[src/rtl/nco_pkg.sv]
package nco_pkg;
  // Fold a raw rate word into a step: words with the MSB set become their
  // two's complement within `width` bits.
  function automatic logic [31:0] fold_word(input logic [31:0] raw, input int unsigned width);
    logic [31:0] mask;
    logic [31:0] folded;
    mask = (32'd1 << width) - 32'd1;
    if (raw[width-1]) folded = ((32'd1 << width) - (raw & mask)) & mask;
    else              folded = raw & mask;
    return folded;
  endfunction
endpackage

[src/rtl/nco_word_reg.sv]
module nco_word_reg #(
  parameter int HALF_W = 8,
  localparam int WORD_W = 2 * HALF_W
) (
  input  logic              clk,
  input  logic              rst,
  input  logic              wr_hi,
  input  logic              wr_lo,
  input  logic [HALF_W-1:0] wr_data,
  output logic [WORD_W-1:0] word_o,
  output logic              commit_o
);
  logic [HALF_W-1:0] pend_hi;
  logic [HALF_W-1:0] upper_src;

  // A same-cycle upper write is folded straight into the commit.
  assign upper_src = wr_hi ? wr_data : pend_hi;
  assign commit_o  = wr_lo;

  always_ff @(posedge clk) begin
    if (rst) begin
      pend_hi <= '0;
      word_o  <= '0;
    end else begin
      if (wr_hi) pend_hi <= wr_data;
      if (wr_lo) word_o  <= {upper_src, wr_data};
    end
  end
endmodule

[src/rtl/nco_phase_acc.sv]
module nco_phase_acc #(
  parameter int WORD_W = 16
) (
  input  logic              clk,
  input  logic              rst,
  input  logic [WORD_W-1:0] step,
  output logic [WORD_W-1:0] phase_o,
  output logic              wrap_o,
  output logic              tick_o
);
  logic [WORD_W:0] sum;

  assign sum    = {1'b0, phase_o} + {1'b0, step};
  assign wrap_o = sum[WORD_W];

  always_ff @(posedge clk) begin
    if (rst) begin
      phase_o <= '0;
      tick_o  <= 1'b0;
    end else if (step == '0) begin
      phase_o <= '0;
      tick_o  <= 1'b0;
    end else begin
      phase_o <= sum[WORD_W-1:0];
      tick_o  <= wrap_o;
    end
  end
endmodule

[src/rtl/nco_clkgen.sv]
module nco_clkgen #(
  parameter int WORD_W = 16,
  localparam int HALF_W = WORD_W / 2
) (
  input  logic              clk,
  input  logic              rst,
  input  logic              wr_hi,
  input  logic              wr_lo,
  input  logic [HALF_W-1:0] wr_data,
  output logic              tick,
  output logic              square_out
);
  logic [WORD_W-1:0] active_word;
  logic              commit;
  logic [31:0]       folded32;
  logic [WORD_W-1:0] step;
  logic [WORD_W-1:0] phase;
  logic              wrap;

  nco_word_reg #(.HALF_W(HALF_W)) u_word (
    .clk      (clk),
    .rst      (rst),
    .wr_hi    (wr_hi),
    .wr_lo    (wr_lo),
    .wr_data  (wr_data),
    .word_o   (active_word),
    .commit_o (commit)
  );

  assign folded32 = nco_pkg::fold_word(32'(active_word), WORD_W);
  assign step     = folded32[WORD_W-1:0];

  nco_phase_acc #(.WORD_W(WORD_W)) u_acc (
    .clk     (clk),
    .rst     (rst),
    .step    (step),
    .phase_o (phase),
    .wrap_o  (wrap),
    .tick_o  (tick)
  );

  assign square_out = phase[WORD_W-1];
endmodule

[config.mk]
export PLATFORM = sky130hd
export DESIGN_NAME = nco_clkgen
export DESIGN_NICKNAME = d
export VERILOG_FILES = /design/src/rtl/nco_pkg.sv /design/src/rtl/nco_word_reg.sv /design/src/rtl/nco_phase_acc.sv /design/src/rtl/nco_clkgen.sv
export SDC_FILE = /design/constraint.sdc
export NUM_CORES = 1
export LEC_CHECK = 0
export BUFFER_PORTS_ARGS = -buffer_cell sky130_fd_sc_hd__buf_4
export CORE_UTILIZATION = 49
export CTS_CLUSTER_DIAMETER = 100
export CTS_CLUSTER_SIZE = 8
export DETAILED_ROUTE_END_ITERATION = 12
export PLACE_DENSITY_LB_ADDON = 0.2
export REMOVE_ABC_BUFFERS = 1
export SYNTH_ARGS = -nofsm -noshare
export SYNTH_HDL_FRONTEND = slang
export SYNTH_SLANG_ARGS = --single-unit
export TNS_END_PERCENT = 50
[constraint.sdc]
create_clock -name clk -period 4.5 [get_ports clk]
set_input_delay 0.675 -clock clk [delete_from_list [all_inputs] [get_ports clk]]
set_output_delay 0.675 -clock clk [all_outputs]
set_load 0.005 [all_outputs]
==> impl_metrics.csv <==
group,metric,value,unit
outcome,outcome,"finished clean",
cts,clock_tree.htree_level_count,2,
final_layout,layout.cells.non_filler,382,
cts,cts_buffers,5,
synthesis,post-synth-top-area-fraction,31.21,%
global_route,grt.overflow.total,0,
synthesis,fraction_of_synthesis_flops_using_an_asynchronous_set_or_reset_pin,0,%
final_layout,layout-area-overhead-vs-synth,7.612,%
synthesis,yosys.cell_count.top_type,"nor2_1",
synthesis,ys_top_cells_by_count,"45 x nor2_1, 41 x dfxtp_1, 21 x ha_1",
critical_path,cp.required,4.67,ns
cts,clock_insertion_delay_worst_skew,0.30,ns
sta,slew_viol_final,0,
synthesis,area_share_of_xor_xnor_cells_in_the_synthesized_design,7.992,%
floorplanning,core_area,5140,um2
final_layout,footprint_of_the_multi_input_gates,1668,um2
critical_path,criticalPathCategory,"register to register",
critical_path,crit_path_start_kind,"register",
sta,tightest_slew,0.7296,ns
global_route,global_route_met1_utilization,27.41,%
critical_path,endpoint_kind,"register",
sta,timing.setup.tns,0,ns
route,detail_route.first_pass.iterations,4,
synthesis,yosys.area_share.adder,10.75,%
floorplanning,design.portCount,14,
cts,cts.clk_slew.worst_paths,0.09,ns
sta,hold_slack,0.4949,ns
final_layout,fin_nets,345,
route,drc,0,
critical_path,setup.reg_to_reg.worst_slack,1.20,ns
place,numPortBuffers,13,
synthesis,muxShareOfSynthArea,6.470,%
final_layout,insertedDiodeCount,0,
sta,slew_headroom,51.29,%
place,numPlacedInstances,374,
floorplanning,placement_rows,26,
hold_path,worst_hold_path.endpoint,"u_word.pend_hi[3]",
synthesis,post_synth.cell_area_avg,8.539,um2
final_layout,final.fill_count,523,
synthesis,synth_simple_gate_area_share,18.13,%
place,hpwlAfterDp,3994,um
place,place.gp.congestion,0.9342,
hold_path,hold_path_depth,2,
cts,cts_buffer_depth,2,
route,postRouteWirelength,5188,um
global_route,grt_antenna_before_repair,0,
cts,hold_fix_buffers_cts,0,
critical_path,crit_start,"u_word.word_o[2]",
synthesis,ys.warnings.count,0,
synthesis,combinational_family_with_the_most_area_after_synthesis,"compound AO/OA/AOI/OAI gates",
sta,grt_setup_unrepaired,"false",
cts,cts-resized-gates,0,
run,maxCapViolations,0,
cts,ctsRootBufferMaster,"clkbuf_8",
global_route,busiest_layer,"met2",
place,detailed_place.area,2715,um2
sta,timing.final.crit_share,73.26,%
synthesis,synthDistinctLibCells,49,
global_route,grt_use_met2,31.93,%
floorplanning,fp.dieW,75.26,um
synthesis,synth_area,2630,um2
critical_path,ff2ff_path_depth,11,
critical_path,regToRegEndpoint,"u_acc.phase_o[15]",
hold_path,hold_path_startpoint,"u_word.pend_hi[3]",
floorplanning,initial_core_utilization,51.17,%
global_route,grt_first_pass_wirelength,8459,um
hold_path,type_of_the_worst_min_delay_path,"register to register",
global_route,grt_max_degree,26,
sta,final.min_clock_period,3.297,ns
power,power_leakage,1.179,nW
cts,cts_post_setup_buffers_inserted,0,
critical_path,critPathArrivalTime,3.46,ns
global_route,gr-usage-all-layers,20.08,%
synthesis,post_synth_main_area_contributors,"dfxtp_1 31%, ha_1 10%, mux2i_1 6.5%, nor2_1 6.4%, xnor2_1 5.3%",
route,detail_route.vias_per_cell,5.495,
cts,clock_tree_from_tritoncts,"built",
route,final_antenna_net_count,0,
synthesis,post_synth_inst_count,308,
synthesis,synth_area_leader_cell,"dfxtp_1",
route,via_count,2099,
synthesis,synth-edff-count,0,
final_layout,final_area,2830,um2
route,detail_route.wl_per_cell,13.58,um
power,max-vdd-ir-drop,0.1843,mV
critical_path,worstPathMaxFanout,11,
synthesis,synth_compound_gate_area_share,20.08,%
sta,finalSetupViolations,0,
synthesis,postSynthRegisterBits,41,
sta,report.final.hold_viol_count,0,
synthesis,synth_flop_type,"dfxtp_1",
synthesis,synth.yosys.seq_area_share,31.21,%
global_route,grt_pass1_vias,1816,
sta,clock_skew,0.005839,ns
global_route,groute.layer.met3.usage,3.614,%
final_layout,drive_above_1_share,8.654,%
cts,clock_sinks,41,
floorplanning,floorplan.die_area,5664,um2
critical_path,critical_path.reg2reg.startpoint,"u_word.word_o[2]",
power,power.density_cell_area,412.8,nW/um2
floorplanning,die_y,75.26,um
final_layout,ff_latch_area,820.8,um2
sta,achievable-frequency,303.3,MHz
route,first_iter_violations,106,
==> how the worst max path moves through the flow <==
stage                         to  slack, ns  cells after the start
6_report       u_acc.phase_o[15]       1.20                     11
5_1_grt        u_acc.phase_o[15]       0.87                     11
4_1_cts        u_acc.phase_o[15]       1.19                     11
3_5_place_dp   u_acc.phase_o[15]       1.20                     11
3_3_place_gp   u_acc.phase_o[15]       1.23                     11
2_1_floorplan  u_acc.phase_o[14]       1.54                     11
==> metrics by stage <==
step	setup WS, ns	utilization (%)	total power, W
6_report	1.203	55.06	0.001168
4_1_cts	1.194	55.06	0.001179
5_1_grt	0.8736	55.06	0.001252
3_5_place_dp	1.199	52.82	0.0008718
3_3_place_gp	1.235	52.82	0.0008655
2_1_floorplan	1.536	-	0.0007770
==> cell type report <==
cell class                      instances  share of cell area, %
Sequential cell                        41                  29.00
Multi-Input combinational cell        239                  58.93
Tap cell                               70                  3.095
Timing Repair Buffer                   13                  3.448
Inverter                               11                  1.459
Clock buffer                            5                  2.431
Clock inverter                          3                  1.636
==> power by group <==
group | switching [W] | internal [W] | total [W]
registers | 0.0000368 | 0.000417 | 0.000454
logic | 0.000224 | 0.000187 | 0.000411
clock network | 0.000137 | 0.000166 | 0.000304
total | 0.000399 | 0.000770 | 0.00117
==> critical path, stage by stage (launching register included) <==
cell and delay [ns]:
dfxtp_1 0.39, or3_4 0.48, or2_2 0.34, o41ai_1 0.38, xnor2_1 0.19, ha_1 0.25
a211o_1 0.29, a21oi_1 0.15, nand2_1 0.06, o21ai_0 0.34, mux2i_1 0.24, nor2_1 0.05
==> kinds of logic (layout without fill, tap and decap cells) <==
family,after synthesis,in the layout
buf+inv,28,32
compound gates,77,77
flops,41,41
fa+ha+maj,22,22
simple gates,99,99
mux,17,17
xor+xnor,24,24
==> flip-flops by register name (all words and copies together), names as in the netlist <==
signal and cells:
u_word.pend_hi 8, u_word.word_o 16, u_acc.tick_o 1, u_acc.phase_o 16
==> metal layers <==
metal	routed length (um)	vias up
li1	-	1104
met2	2394	27
met5	0	-
met4	85	0
met3	109	7
met1	2599	961
==> placed cells by master, fill, tap and decap left out, types with 2 or more instances in the layout <==
master     instances
nor2_1            45
dfxtp_1           41
ha_1              21
o21ai_0           20
mux2i_1           17
xnor2_1           16
nand2_1           13
a211oi_1          13
buf_4             13
a21oi_1           12
inv_1             11
xor2_1             8
nand2b_1           7
nor3_1             6
o21a_1             6
clkbuf_8           5
or3_1              4
nor2b_1            4
nor4_1             4
o41ai_1            3
nand3_1            3
or2_2              2
o31ai_1            2
o31a_1             2
o2111ai_1          2
o21bai_1           2
a21o_1             2
a21boi_0           2
nand3b_1           2
o211ai_1           2
nand4_1            2
and2_1             2
No activity file was read; power rests on OpenSTA's default activity.
